--- config.mk ---
export PLATFORM = sky130hd
export DESIGN_NAME = mft_bank
export DESIGN_NICKNAME = d
export VERILOG_FILES = /design/src/rtl/mft_pkg.sv /design/src/rtl/mft_prescaler.sv /design/src/rtl/mft_timer.sv /design/src/rtl/mft_bank.sv
export SDC_FILE = /design/constraint.sdc
export NUM_CORES = 2
export LEC_CHECK = 0
export ABC_AREA = 1
export BUFFER_PORTS_ARGS = -buffer_cell sky130_fd_sc_hd__clkbuf_2
export CORE_AREA = 2 2 231 461
export CTS_CLUSTER_SIZE = 24
export DETAILED_ROUTE_END_ITERATION = 12
export DIE_AREA = 0 0 233 463
export GPL_ROUTABILITY_DRIVEN = 0
export PLACE_DENSITY = 0.51
export REMOVE_ABC_BUFFERS = 1
export SLEW_MARGIN = 20
export SYNTH_ARGS = -nofsm -noshare
export SYNTH_HDL_FRONTEND = slang
export SYNTH_SLANG_ARGS = --single-unit
--- constraint.sdc ---
create_clock -name clk -period 2.9 [get_ports clk]
set_clock_uncertainty 0.1 [all_clocks]
set_input_delay 0.29 -clock clk [delete_from_list [all_inputs] [get_ports clk]]
set_output_delay 0.29 -clock clk [all_outputs]
set_load 0.01 [all_outputs]
--- src/rtl/mft_pkg.sv ---
package mft_pkg;

  // setup word field positions
  localparam int SCALE_LSB = 0;
  localparam int SCALE_W   = 4;
  localparam int MODE_LSB  = 8;
  localparam int MODE_W    = 2;
  localparam int DONE_BIT  = 12;
  localparam int F1_BIT    = 13;
  localparam int F2_BIT    = 14;
  localparam int EN_BIT    = 15;

  localparam logic [MODE_W-1:0] MODE_EVT_ON = 2'b11;

  typedef enum logic [1:0] {
    REG_CMP1  = 2'd0,
    REG_CMP2  = 2'd1,
    REG_CNT   = 2'd2,
    REG_SETUP = 2'd3
  } reg_sel_e;

endpackage

--- src/rtl/mft_prescaler.sv ---
module mft_prescaler #(
  parameter int MAX_SCALE = 8,
  parameter int SCALE_W   = 4
) (
  input  logic               clk,
  input  logic               rst,
  input  logic               run,
  input  logic               restart,
  input  logic               ref_tick,
  input  logic [SCALE_W-1:0] scale,
  output logic               tick
);

  localparam int PRE_W = (MAX_SCALE > 0) ? MAX_SCALE : 1;

  logic [PRE_W-1:0] pre_q;
  logic [PRE_W-1:0] mask;
  int               eff;

  always_comb begin
    eff = (int'(scale) > MAX_SCALE) ? MAX_SCALE : int'(scale);
    for (int b = 0; b < PRE_W; b++) begin
      mask[b] = (b < eff);
    end
  end

  assign tick = run && ref_tick && ((pre_q & mask) == mask);

  always_ff @(posedge clk) begin
    if (rst || restart || !run) begin
      pre_q <= '0;
    end else if (ref_tick) begin
      pre_q <= pre_q + 1'b1;
    end
  end

endmodule

--- src/rtl/mft_timer.sv ---
module mft_timer
  import mft_pkg::*;
#(
  parameter int DW        = 16,
  parameter int MAX_SCALE = 8
) (
  input  logic          clk,
  input  logic          rst,
  input  logic          ref_tick,
  input  logic          wr_en,
  input  logic [1:0]    sel,
  input  logic [DW-1:0] wdata,
  output logic [DW-1:0] cmp1_o,
  output logic [DW-1:0] cmp2_o,
  output logic [DW-1:0] cnt_o,
  output logic [DW-1:0] setup_o,
  output logic          evt_o,
  output logic          en_o,
  output logic          f2_o,
  output logic          done_o
);

  logic [DW-1:0]      cmp1_q, cmp2_q, cnt_q;
  logic [SCALE_W-1:0] scale_q, scale_n;
  logic [MODE_W-1:0]  mode_q, mode_n;
  logic               en_q, en_n, f1_q, f1_n, f2_q, f2_n, done_q, done_n;
  logic               evt_q;
  logic               wr_cmp1, wr_cmp2, wr_cnt, wr_setup;
  logic               tick, step;
  logic [DW-1:0]      cnt_next;
  logic               hit1, hit2;

  assign wr_cmp1  = wr_en && (sel == REG_CMP1);
  assign wr_cmp2  = wr_en && (sel == REG_CMP2);
  assign wr_cnt   = wr_en && (sel == REG_CNT);
  assign wr_setup = wr_en && (sel == REG_SETUP);

  mft_prescaler #(
    .MAX_SCALE(MAX_SCALE),
    .SCALE_W  (SCALE_W)
  ) u_pre (
    .clk     (clk),
    .rst     (rst),
    .run     (en_q),
    .restart (wr_cnt),
    .ref_tick(ref_tick),
    .scale   (scale_q),
    .tick    (tick)
  );

  assign step     = tick && !wr_cnt;
  assign cnt_next = (cnt_q == cmp2_q) ? '0 : cnt_q + 1'b1;
  assign hit1     = step && (cnt_next == cmp1_q);
  assign hit2     = step && (cnt_next == cmp2_q);

  always_comb begin
    done_n  = done_q | wr_setup;
    scale_n = scale_q;
    mode_n  = mode_q;
    en_n    = en_q;
    f1_n    = f1_q;
    f2_n    = f2_q;
    if (wr_setup) begin
      en_n = wdata[EN_BIT];
      if (!done_q) begin
        scale_n = wdata[SCALE_LSB +: SCALE_W];
        mode_n  = wdata[MODE_LSB +: MODE_W];
      end
      if (wdata[F1_BIT]) f1_n = 1'b0;
      if (wdata[F2_BIT]) f2_n = 1'b0;
    end
    if (hit1) f1_n = 1'b1;
    if (hit2) f2_n = 1'b1;
  end

  always_ff @(posedge clk) begin
    if (rst) begin
      cmp1_q  <= '0;
      cmp2_q  <= '0;
      cnt_q   <= '0;
      scale_q <= '0;
      mode_q  <= '0;
      en_q    <= 1'b0;
      f1_q    <= 1'b0;
      f2_q    <= 1'b0;
      done_q  <= 1'b0;
      evt_q   <= 1'b0;
    end else begin
      if (wr_cmp1) cmp1_q <= wdata;
      if (wr_cmp2) cmp2_q <= wdata;
      if (wr_cnt) begin
        cnt_q <= wdata;
      end else if (step) begin
        cnt_q <= cnt_next;
      end
      scale_q <= scale_n;
      mode_q  <= mode_n;
      en_q    <= en_n;
      f1_q    <= f1_n;
      f2_q    <= f2_n;
      done_q  <= done_n;
      evt_q   <= f2_n && (mode_n == MODE_EVT_ON);
    end
  end

  always_comb begin
    setup_o = '0;
    setup_o[SCALE_LSB +: SCALE_W] = scale_q;
    setup_o[MODE_LSB +: MODE_W]   = mode_q;
    setup_o[DONE_BIT] = done_q;
    setup_o[F1_BIT]   = f1_q;
    setup_o[F2_BIT]   = f2_q;
    setup_o[EN_BIT]   = en_q;
  end

  assign cmp1_o = cmp1_q;
  assign cmp2_o = cmp2_q;
  assign cnt_o  = cnt_q;
  assign evt_o  = evt_q;
  assign en_o   = en_q;
  assign f2_o   = f2_q;
  assign done_o = done_q;

  logic wdata_unused;
  assign wdata_unused = ^{wdata[7:4], wdata[11:10], wdata[DONE_BIT]};

endmodule

--- src/rtl/mft_bank.sv ---
module mft_bank
  import mft_pkg::*;
#(
  parameter int N_TIMERS  = 8,
  parameter int ADDR_W    = 8,
  parameter int DW        = 16,
  parameter int MAX_SCALE = 8
) (
  input  logic                clk,
  input  logic                rst,
  input  logic                ref_tick,
  input  logic                wr_en,
  input  logic                rd_en,
  input  logic [ADDR_W-1:0]   addr,
  input  logic [DW-1:0]       wdata,
  output logic [DW-1:0]       rdata,
  output logic [N_TIMERS-1:0] evt_out
);

  localparam int WIN_BYTES = N_TIMERS * 8;
  localparam int IDX_W     = (N_TIMERS > 1) ? $clog2(N_TIMERS) : 1;

  logic              in_win;
  logic [IDX_W-1:0]  idx;
  logic [1:0]        sel;
  logic [DW-1:0]     words [N_TIMERS][4];
  logic [DW-1:0]     rdata_q;

  logic [N_TIMERS-1:0]    en_vec, f2_vec, done_vec;
  logic [N_TIMERS*DW-1:0] cnt_flat;

  assign in_win = (32'(addr) < WIN_BYTES);
  assign idx    = addr[3 +: IDX_W];
  assign sel    = addr[2:1];

  for (genvar i = 0; i < N_TIMERS; i++) begin : g_tmr
    logic          wr_i;
    logic [DW-1:0] c1, c2, cn, su;

    assign wr_i = wr_en && in_win && (32'(idx) == i);

    mft_timer #(
      .DW       (DW),
      .MAX_SCALE(MAX_SCALE)
    ) u_tmr (
      .clk     (clk),
      .rst     (rst),
      .ref_tick(ref_tick),
      .wr_en   (wr_i),
      .sel     (sel),
      .wdata   (wdata),
      .cmp1_o  (c1),
      .cmp2_o  (c2),
      .cnt_o   (cn),
      .setup_o (su),
      .evt_o   (evt_out[i]),
      .en_o    (en_vec[i]),
      .f2_o    (f2_vec[i]),
      .done_o  (done_vec[i])
    );

    assign words[i][0] = c1;
    assign words[i][1] = c2;
    assign words[i][2] = cn;
    assign words[i][3] = su;
    assign cnt_flat[i*DW +: DW] = cn;
  end

  always_ff @(posedge clk) begin
    if (rst) begin
      rdata_q <= '0;
    end else if (rd_en) begin
      rdata_q <= in_win ? words[idx][sel] : '0;
    end
  end

  assign rdata = rdata_q;

  logic addr_unused;
  assign addr_unused = addr[0];

endmodule

==> metrics.yaml <==
place:
  post-dp-hpwl_um: 143300
  placed_area_sq_um: 37590
  port_buffers: 51
clocking:
  htreeDepth: 2
  clk_pin_slew_worst_paths_ns: 0.07
  cts_made_buffers: 55
  cts_sinks: 552
  clk_latency_ns: 0.69
  clock_path_buffers: 3
  root_buffer: "clkbuf_16"
  cts_tree: "done"
yosys:
  async_flop_share_pct: 0
  synth_edf_count: 0
  yosysSeqAreaShare_pct: 32.34
  syn_avg_cell_area_sq_um: 6.127
  ys_ff_latch: 552
  syn_area_sq_um: 34170
  synth_ff_type: "dfxtp_1"
  syn_inst: 5576
  yosysUniqueCellTypes: 49
  ys_warn_count: 0
detailed_routing:
  vias: 40160
  drt-initial-drc-count: 4361
  top_layer: "met5"
  first_pass_iters: 9
  drt_wl_total_um: 196900
  ant_nets: 0
  post-route-drc-count: 0
  wl_met3_um: 15660
  via_per_inst: 5.637
  met2_length_um: 91950
  wl_met1_um: 64150
  avgRoutedWirePerCell_um: 27.64
finish:
  ff_latch_area_sq_um: 11060
  utilization_pct: 37.90
  design_area_sq_um: 39590
  fill_cells: 11420
  drive_gt1_share_pct: 9.567
  multi_input_area_sq_um: 19590
  final_nets: 5756
  syn_to_final_growth_pct: 15.88
worst_setup_path:
  crit_path_start_kind: "flip-flop"
  cp-end-kind: "flip-flop"
  cp.arrival_ns: 3.33
  critPathBufInv: 2
  worst_path_max_delay_cell: "dfxtp_1"
  crit_chain: "inv_1 -> nand2_1 -> nand2_1 -> nor2_1 -> nand2_1 -> nor2_1 -> nand2_1 -> buf_12 -> nand2_1 -> nand2_1 -> nand2_1 -> nand3_1 -> nor2_1 -> nand3_1 -> a21oi_1"
  critPathKind: "reg2reg"
  cp_common_cell: "nand2_1"
  critPathMaxStageDelay_ns: 0.44
  cp.required_ns: 3.38
  critical_path.top_delay_family: "simple AND/OR/NAND/NOR gates"
  critPathMaxFanout: 33
floorplanning:
  core_sq_um: 104500
  die_h_um: 463
  start_util_pct: 32.70
  fp-row-count: 168
  die_x_um: 233
  io_pins: 53
  die_area_sq_um: 107900
global_routing:
  grt_pass1_wl_um: 274800
  grt_util_all_layers_pct: 36.12
  antenna_found_initial: 21
  grt_max_degree: 122
  overflow: 0
  first_global_vias: 37730
sta:
  finalCritPeriodShare_pct: 98.37
  clock.fmax_mhz: 350.6
  slew_headroom_pct: 14.97
  finalSetupViolCount: 0
  hold_ws_ns: 0.07258
  drv_slew: 0
  period_needed_ns: 2.853
  tightest_slew_ns: 1.274
  final-hold-violation-count: 0
flow_run:
  maxCapViolCount: 0
pwr:
  power_switching_mw: 4.719
  pwr-share-seq_pct: 45.4
  power_leakage_nw: 16.24
  switching_share_pct: 28.06
  peakVddDrop_uv: 445.5
  pwr-share-comb_pct: 8.8
  powerDensity_nw_per_um2: 424.8
  intPower_mw: 12.10
  power_frac_clock_pct: 45.8
run_status:
  status: "complete, no violations"
min_path:
  hp-class: "in2reg"
[worst min-delay path: stages]
cell and delay [ns]:
clkbuf_2 0.09, buf_4 0.22, nand2_1 0.10, a31oi_1 0.08
[layout make-up]
cell class	instances	share of cell area, %
well taps	1360	4.298
repair buffers	359	7.468
inverters	646	6.153
clock inverters	23	0.7016
clock buffers	72	3.868
diodes	15	0.09481
multi-input cells	4097	49.47
flip-flops and latches	552	27.95
[cell usage in the layout (no fill, tap or decap), types with 7 or more instances in the layout]
cell / count
nand2_1: 1615
inv_1: 597
nor2_1: 545
dfxtp_1: 541
a21oi_1: 444
o21ai_0: 410
nand3_1: 380
buf_4: 275
o22ai_1: 114
xor2_1: 113
a31oi_1: 81
a221oi_1: 58
clkbuf_16: 56
clkbuf_2: 50
nand4_1: 46
nor3_1: 46
nand3b_1: 40
inv_2: 36
buf_12: 30
o2111ai_1: 27
a22oi_1: 25
nor2_2: 19
ha_1: 16
diode_2: 15
o211ai_1: 15
xnor2_1: 13
clkinv_1: 11
dfxtp_2: 11
nand2_2: 9
o221ai_1: 9
clkbuf_1: 9
nor2_4: 8
o311ai_0: 8
clkinv_2: 8
clkinvlp_4: 7
o21ai_1: 7
clkbuf_8: 7
[kinds of logic (layout without fill, tap and decap cells)]
| family | Yosys count | in the layout | share of synthesized area (%) |
|---|---|---|---|
| buf+inv | 927 | 1100 | 10.63 |
| simple gates | 2730 | 2730 | 32.91 |
| xor+xnor | 127 | 127 | 3.278 |
| flops | 552 | 552 | 32.34 |
| fa+ha+maj | 16 | 16 | 0.5859 |
| other cells | 0 | 15 | 0 |
| compound gates | 1224 | 1224 | 20.25 |
[what timing repair did]
action                     CTS  global route
resized for setup            0            30
setup buffers                0             4
hold buffers                 3             0
hold endpoints to repair     6             0
setup endpoints to repair    0            15
[through the flow]
| step | power, mW | setup TNS, ns | cells | setup WS [ns] |
|---|---|---|---|---|
| after floorplan | 8.312 | -676.64 | 5295 | -2.371 |
| after global placement | 9.185 | 0 | 7007 | 0.07853 |
| after detailed placement | 9.186 | 0 | 7007 | 0.07356 |
| after CTS | 16.81 | 0 | 7105 | 0.04436 |
| after global routing | 17.18 | -0.05279 | 7110 | -0.04392 |
| final | 16.82 | 0 | 7124 | 0.04734 |
[routing by layer]
| metal | vias to the layer above | track usage (%) |
|---|---|---|
| met1 | 18600 | 35.41 |
| met3 | 868 | 9.492 |
| li1 | 18580 | - |
| met5 | - | 0.1379 |
| met4 | 10 | 38.57 |
| met2 | 2107 | 58.86 |
[final timing paths]
| kind | startpoint | to | slack (ns) | depth (start not counted) |
|---|---|---|---|---|
| worst max-delay path | g_tmr[6].u_tmr.cnt_o[3] | g_tmr[6].u_tmr.f2_o | 0.05 | 15 |
| worst min-delay path | wdata[14] | g_tmr[1].u_tmr.cnt_o[14] | 0.07 | 4 |
| worst max register to register | g_tmr[6].u_tmr.cnt_o[3] | g_tmr[6].u_tmr.f2_o | 0.05 | 15 |
| worst min register to register | g_tmr[3].u_tmr.u_pre.pre_q[7] | g_tmr[3].u_tmr.u_pre.pre_q[7] | 0.36 | 2 |
[synth_stat cells, types with 29 or more instances]
| master | number | share of area [%] |
|---|---|---|
| nand3b_1 | 40 | 0.88 |
| nor3_1 | 47 | 0.69 |
| clkbuf_1 | 176 | 1.9 |
| nor2_1 | 553 | 6.1 |
| o21ai_0 | 410 | 6.0 |
| nand4_1 | 46 | 0.84 |
| inv_1 | 602 | 6.6 |
| a221oi_1 | 58 | 1.5 |
| inv_2 | 33 | 0.36 |
| a21oi_1 | 444 | 6.5 |
| dfxtp_1 | 552 | 32 |
| buf_1 | 29 | 0.32 |
| nand2_1 | 1619 | 18 |
| nand3_1 | 383 | 5.6 |
| xor2_1 | 113 | 2.9 |
| o22ai_1 | 118 | 2.2 |
| buf_2 | 55 | 0.81 |
| a31oi_1 | 81 | 1.5 |
[flip-flops by register name (all words and copies together) (netlist names)]
name / flops
g_tmr.u_tmr.cmp1_o: 128
g_tmr.u_tmr.u_pre.pre_q: 64
g_tmr.u_tmr.scale_q: 32
g_tmr.u_tmr.f2_o: 8
g_tmr.u_tmr.done_o: 8
g_tmr.u_tmr.cmp2_o: 128
g_tmr.u_tmr.evt_o: 8
g_tmr.u_tmr.en_o: 8
rdata: 16
g_tmr.u_tmr.f1_q: 8
g_tmr.u_tmr.cnt_o: 128
g_tmr.u_tmr.mode_q: 16
[power groups by stage]
stage	Clock, mW	Combinational (mW)	Sequential, mW
after detailed placement	0	1.38	7.81
after CTS	7.80	1.38	7.63
final	7.71	1.48	7.64
after global placement	0	1.38	7.81
after floorplan	0	0.516	7.80
after global routing	8.04	1.50	7.63
Note: power is estimated with default switching activity, not from simulation.
